--- src/rtl/mbox_pkg.sv ---
package mbox_pkg;
  typedef enum logic {
    HALF_LO = 1'b0,
    HALF_HI = 1'b1
  } half_e;

  localparam int unsigned NUM_HALVES = 2;
endpackage

--- src/rtl/mbox_flag.sv ---
// Sticky status bit: set has priority over clear.
module mbox_flag (
  input  logic clk,
  input  logic rst,
  input  logic set_i,
  input  logic clr_i,
  output logic flag_o
);
  always_ff @(posedge clk) begin
    if (rst)        flag_o <= 1'b0;
    else if (set_i) flag_o <= 1'b1;
    else if (clr_i) flag_o <= 1'b0;
  end
endmodule

--- src/rtl/mbox_rx_chan.sv ---
// Inbound word: written whole by the host, read by halves with a registered read port.
module mbox_rx_chan
  import mbox_pkg::*;
#(
  parameter int unsigned HALF_W = 16
) (
  input  logic                  clk,
  input  logic                  rst,
  input  logic                  wr_en,
  input  logic [2*HALF_W-1:0]   wr_data,
  input  logic                  rd_en,
  input  logic                  rd_hi,
  output logic [HALF_W-1:0]     rd_data,
  output logic                  hi_read_o
);
  localparam int unsigned WORD_W = NUM_HALVES * HALF_W;

  logic [HALF_W-1:0] half_q [NUM_HALVES];

  for (genvar g = 0; g < NUM_HALVES; g++) begin : g_half
    always_ff @(posedge clk) begin
      if (rst)        half_q[g] <= '0;
      else if (wr_en) half_q[g] <= wr_data[g*HALF_W +: HALF_W];
    end
  end

  // Read-before-write: a same-cycle host write is not seen by this read.
  always_ff @(posedge clk) begin
    if (rst)        rd_data <= '0;
    else if (rd_en) rd_data <= half_q[rd_hi];
  end

  assign hi_read_o = rd_en && (half_e'(rd_hi) == HALF_HI);

  logic unused_w;
  assign unused_w = ^WORD_W;
endmodule

--- src/rtl/mbox_tx_chan.sv ---
// Outbound word: written by halves by the core, seen whole by the host.
module mbox_tx_chan
  import mbox_pkg::*;
#(
  parameter int unsigned HALF_W = 16
) (
  input  logic                  clk,
  input  logic                  rst,
  input  logic                  wr_en,
  input  logic                  wr_hi,
  input  logic [HALF_W-1:0]     wr_data,
  output logic [2*HALF_W-1:0]   word_o,
  output logic                  hi_write_o
);
  for (genvar g = 0; g < NUM_HALVES; g++) begin : g_half
    logic sel;
    assign sel = wr_en && (wr_hi == g[0]);

    always_ff @(posedge clk) begin
      if (rst)      word_o[g*HALF_W +: HALF_W] <= '0;
      else if (sel) word_o[g*HALF_W +: HALF_W] <= wr_data;
    end
  end

  assign hi_write_o = wr_en && (half_e'(wr_hi) == HALF_HI);
endmodule

--- src/rtl/mbox_split_mailbox.sv ---
module mbox_split_mailbox #(
  parameter int unsigned HALF_W = 16,
  localparam int unsigned WORD_W = 2 * HALF_W
) (
  input  logic              clk,
  input  logic              rst,
  input  logic              host_wr_en,
  input  logic [WORD_W-1:0] host_wr_data,
  input  logic              host_rd_en,
  output logic [WORD_W-1:0] host_rd_data,
  input  logic              core_rd_en,
  input  logic              core_wr_en,
  input  logic              core_hi_sel,
  input  logic [HALF_W-1:0] core_wr_data,
  output logic [HALF_W-1:0] core_rd_data,
  output logic              rx_full,
  output logic              tx_full
);
  logic rx_hi_read;
  logic tx_hi_write;

  mbox_rx_chan #(.HALF_W(HALF_W)) u_rx (
    .clk       (clk),
    .rst       (rst),
    .wr_en     (host_wr_en),
    .wr_data   (host_wr_data),
    .rd_en     (core_rd_en),
    .rd_hi     (core_hi_sel),
    .rd_data   (core_rd_data),
    .hi_read_o (rx_hi_read)
  );

  mbox_tx_chan #(.HALF_W(HALF_W)) u_tx (
    .clk        (clk),
    .rst        (rst),
    .wr_en      (core_wr_en),
    .wr_hi      (core_hi_sel),
    .wr_data    (core_wr_data),
    .word_o     (host_rd_data),
    .hi_write_o (tx_hi_write)
  );

  // Inbound flag: host write sets it, core upper-half read clears it.
  mbox_flag u_rx_flag (
    .clk    (clk),
    .rst    (rst),
    .set_i  (host_wr_en),
    .clr_i  (rx_hi_read),
    .flag_o (rx_full)
  );

  // Outbound flag: core upper-half write sets it, host read clears it.
  mbox_flag u_tx_flag (
    .clk    (clk),
    .rst    (rst),
    .set_i  (tx_hi_write),
    .clr_i  (host_rd_en),
    .flag_o (tx_full)
  );
endmodule

--- config.mk ---
export PLATFORM = sky130hd
export DESIGN_NAME = mbox_split_mailbox
export DESIGN_NICKNAME = d
export VERILOG_FILES = /design/src/rtl/mbox_pkg.sv /design/src/rtl/mbox_flag.sv /design/src/rtl/mbox_rx_chan.sv /design/src/rtl/mbox_tx_chan.sv /design/src/rtl/mbox_split_mailbox.sv
export SDC_FILE = /design/constraint.sdc
export NUM_CORES = 1
export LEC_CHECK = 0
export ABC_AREA = 1
export BUFFER_PORTS_ARGS = -buffer_cell sky130_fd_sc_hd__buf_4
export CORE_AREA = 5 5 99 101
export DETAILED_ROUTE_END_ITERATION = 7
export DIE_AREA = 0 0 104 106
export SLEW_MARGIN = 25
export SYNTH_ARGS = -nofsm -noshare
export SYNTH_HDL_FRONTEND = slang
export SYNTH_SLANG_ARGS = --single-unit
--- constraint.sdc ---
create_clock -name clk -period 2.45 [get_ports clk]
set_clock_uncertainty 0.2 [all_clocks]
set_input_delay 0.49 -clock clk [delete_from_list [all_inputs] [get_ports clk]]
set_output_delay 0.49 -clock clk [all_outputs]
set_load 0.01 [all_outputs]
# [Word level (Yosys, flattened, before mapping)]
# Memory sizes are Yosys's and may differ from the RTL's. A register that Yosys moved wholly into a read port is not among the register bits.
# Index checks and enable logic that the tools add are counted.
[op_classes] n_reduce_logical=5 n_mux=11 n_bitwise=3
[ops] cell="$mux W16" count=2
[ops] cell="$mux W1" count=9
[ops] cell="$reduce_bool A2 Y1" count=2
[ops] cell="$logic_and A1 B1 Y1" count=3
[ops] cell="$or A1 B1 Y1" count=2
[ops] cell="$not A1 Y1" count=1
[word_totals] elab_cells=24 in_bits=55 ram_bits=32 regBits=34 n_memories=1
[mem_list] name="u_rx.half_q" words=2 word_bits=16 rd=1 rd_clocked_by_memory_dff=1 write_ports=2 line="mbox_rx_chan.sv:18" rtl="logic [HALF_W-1:0] half_q [NUM_HALVES];"

# [Depth between registers and ports, before layout]
[logic_depth] ltp_word=4 mapped_depth=7 depth_no_buf=5

# [Hierarchy]
# Synthesis repeated with hierarchy kept, for this count alone.
[hier_totals] hier_cells=427 hier_area_um2=3507.1
[modules_own_cells] module="mbox_rx_chan" n_inst=1 seq_area_each_um2=1281.2 area_per_inst_um2=2134.5 cells_each=242
[modules_own_cells] module="mbox_tx_chan" n_inst=1 seq_area_each_um2=640.6 area_per_inst_um2=1292.5 cells_each=175
[modules_own_cells] module="mbox_flag" n_inst=2 seq_area_each_um2=20.0 area_per_inst_um2=40.0 cells_each=5

# [Worst setup path after synthesis]
# Ideal clock, no wire load.
[synth_timing] kind="in2reg" start="input rst" end="memory u_rx.half_q[0][0] (enable)" required_time_ns=1.920 setup_slack_ns=0.824 arrival_ns=1.097 setup_time_ns=0.330 cell_stages=2 cell_sequence="buf_6 or2_2"
[synth_lines] element="start, declared" line="mbox_split_mailbox.sv:6" rtl="input logic rst,"
[synth_lines] element="end, declared" line="mbox_rx_chan.sv:18"

==> flow_summary.yaml <==
run_status:
  status: "finished clean"
die:
  die_h_um: 106
  dieArea_um2: 11020
  core_um2: 8934
  start_util_pct: 38.67
  rows: 35
  io_pins: 105
  die_w_um: 104
synth:
  synth.most_common_cell: "nor2_1"
  syn_inst: 424
  syn-num-nets: 479
  ys_seq_elements: 82
  ys_seq_area_share_pct: 56.79
  synth_top_cell_area_share_pct: 28.98
  yosys-top-cells-area: "dfxtp_1, edfxtp_1, nor2_1, nand2_1, nand3_1"
  synth_cell_types: 17
  synth_top_cells_by_count: "nor2_1, nand2_1, inv_1, dfxtp_1, nand3_1"
  syn_area_um2: 3455
  synth_ff_type: "dfxtp_1"
  avgSynthCellArea_um2: 8.148
  synth-edff-count: 32
  ys_warn_count: 0
  synth_top_area_cell: "dfxtp_1"
  ys_async_sr_fraction_pct: 0
clocking:
  h-tree-depth: 3
  numCtsBuffers: 9
  post_cts_buffers: 0
  cts_resized: 0
  cts_hold_buf: 0
  clock_latency_ns: 0.34
  clockBufferDepth: 2
  clockRootBuffer: "clkbuf_8"
  numClockSinks: 82
  clk_pin_slew_ns: 0.08
  cts_tree: "done"
min_path:
  hold_path_class: "primary input to flop"
  hold-path-endpoint: "u_tx_flag.flag_o"
  min_path_cells: 4
  min_from: "host_rd_en"
power:
  p_per_area_nw_per_um2: 647.6
  p_leak_uw: 0.002242
  ir_worst_vdd_mv: 0.2511
grt:
  grt_max_degree: 37
  antenna_found_initial: 0
  track_usage_pct: 14.86
  grt_pass1_wl_mm: 13.05
  grt_pass1_vias: 2762
  overflow: 0
setup_path:
  r2r_start: "u_rx.half_q[1][8]"
  r2r_slack_ns: 1.46
  critPathKind: "primary input to flop"
  regToRegEndpoint: "u_rx.rd_data[8]"
  required_ns: 2.43
  worstPathArrival_ns: 1.54
  path_max_fanout: 33
  cp-end-kind: "flop"
  r2r_cells: 4
  startpoint_type: "primary input"
routing:
  drtPass1Iterations: 4
  post_drt_wl_per_cell_um: 12.80
  routed_wl_mm: 8.076
  vias_per_cell: 4.463
  ant_nets: 0
  drcViolationCount: 0
  drt_iter0_markers: 101
  via_count: 2816
layout:
  design_area_um2: 4367
  final_nets: 570
  final_util_pct: 48.88
  insertedDiodeCount: 0
  layout-drive-gt1-share_pct: 24.04
  area_growth_pct: 26.40
sta:
  finalCriticalPeriod_ns: 1.566
  maxSlewViolCount: 0
  setup_violations: 0
  worst_pin_slew_ns: 0.7346
  rsz0062_at_grt: "false"
  setup_slack_ns: 0.8838
  finalCritPeriodShare_pct: 63.93
  setup_tns_ns: 0
  max_slew_margin_pct: 51.03
  max_freq_mhz: 638.5
  finalHoldViolations: 0
placed_design:
  post-place-ws_ns: 0.5136
  port_buffers: 104
  dpl.hpwl_mm: 5.810
  gp_congestion: 0.8269
  place_area_um2: 4193
run:
  drv_cap: 0
==> kinds of logic (layout without fill, tap and decap cells) <==
logic type,count (synthesis),count (layout),synth area share [%]
AO/OA/AOI/OAI,17,17,2.463
buffers and inverters,93,189,12.93
flip-flops,82,82,56.79
AND/OR/NAND/NOR,232,232,27.82
==> layer usage <==
| metal | track usage (%) | wire, µm |
|---|---|---|
| met2 | 24.59 | 3870 |
| met4 | 6.105 | 125 |
| met5 | 0 | 0 |
| met1 | 18.39 | 3527 |
| met3 | 3.947 | 552 |
==> power breakdown <==
| group | switching [µW] | leakage (µW) | total (µW) | internal [µW] |
|---|---|---|---|---|
| clock network | 461 | 0.0000910 | 886 | 425 |
| registers | 41.0 | 0.000756 | 1550 | 1510 |
| logic | 209 | 0.00139 | 388 | 180 |
| total | 710 | 0.00224 | 2830 | 2120 |
==> critical path, cell delays in order <==
cell     delay, ns
buf_4         0.17
inv_2         0.23
nand2_2       0.40
nor2_1        0.25
==> layout make-up <==
type	count	area (µm²)
Clock buffer	14	162.7
Clock inverter	2	11.26
Fill cell	899	4567
Inverter	68	257.7
Multi-Input combinational cell	249	1046
Sequential cell	82	1962
Tap cell	111	138.9
Timing Repair Buffer	105	788.3
==> stage by stage <==
step           total power, µW  std cells  hold slack (ns)
2_1_floorplan             1801        424           0.2827
3_3_place_gp              1974        615           0.2505
3_5_place_dp              1981        615           0.2546
4_1_cts                   2860        631           0.1709
5_1_grt                   2978        631           0.1889
6_report                  2828        631           0.1858
==> worst max path at each step <==
stage / startpoint / to / slack [ns] / depth (start not counted)
after CTS: rst / u_rx.half_q[0][2] / 0.88 / 4
after global placement: rst / u_rx.half_q[1][10] / 0.57 / 2
after global routing: rst / u_rx.half_q[0][2] / 0.75 / 4
after detailed placement: rst / u_rx.half_q[0][2] / 0.51 / 4
final: rst / u_rx.half_q[0][2] / 0.88 / 4
after floorplan: rst / u_rx.half_q[0][0] / 0.82 / 2
==> flip-flops by register name (all words and copies together), names as in the netlist <==
name and cells:
u_rx.half_q 32, u_rx.rd_data 16, u_rx_flag.flag_o 1, u_tx.word_o 32
u_tx_flag.flag_o 1
==> cells in the final DEF (no fill, tap or decap), types with 2 or more instances in the layout <==
master,n
inv_1,65
nor2_1,96
inv_4,2
clkbuf_1,3
inv_2,2
clkbuf_8,11
nand3_1,49
nand2_1,83
dfxtp_1,50
buf_4,105
a21oi_1,17
edfxtp_1,32
Power figures use the tool's default switching activity.
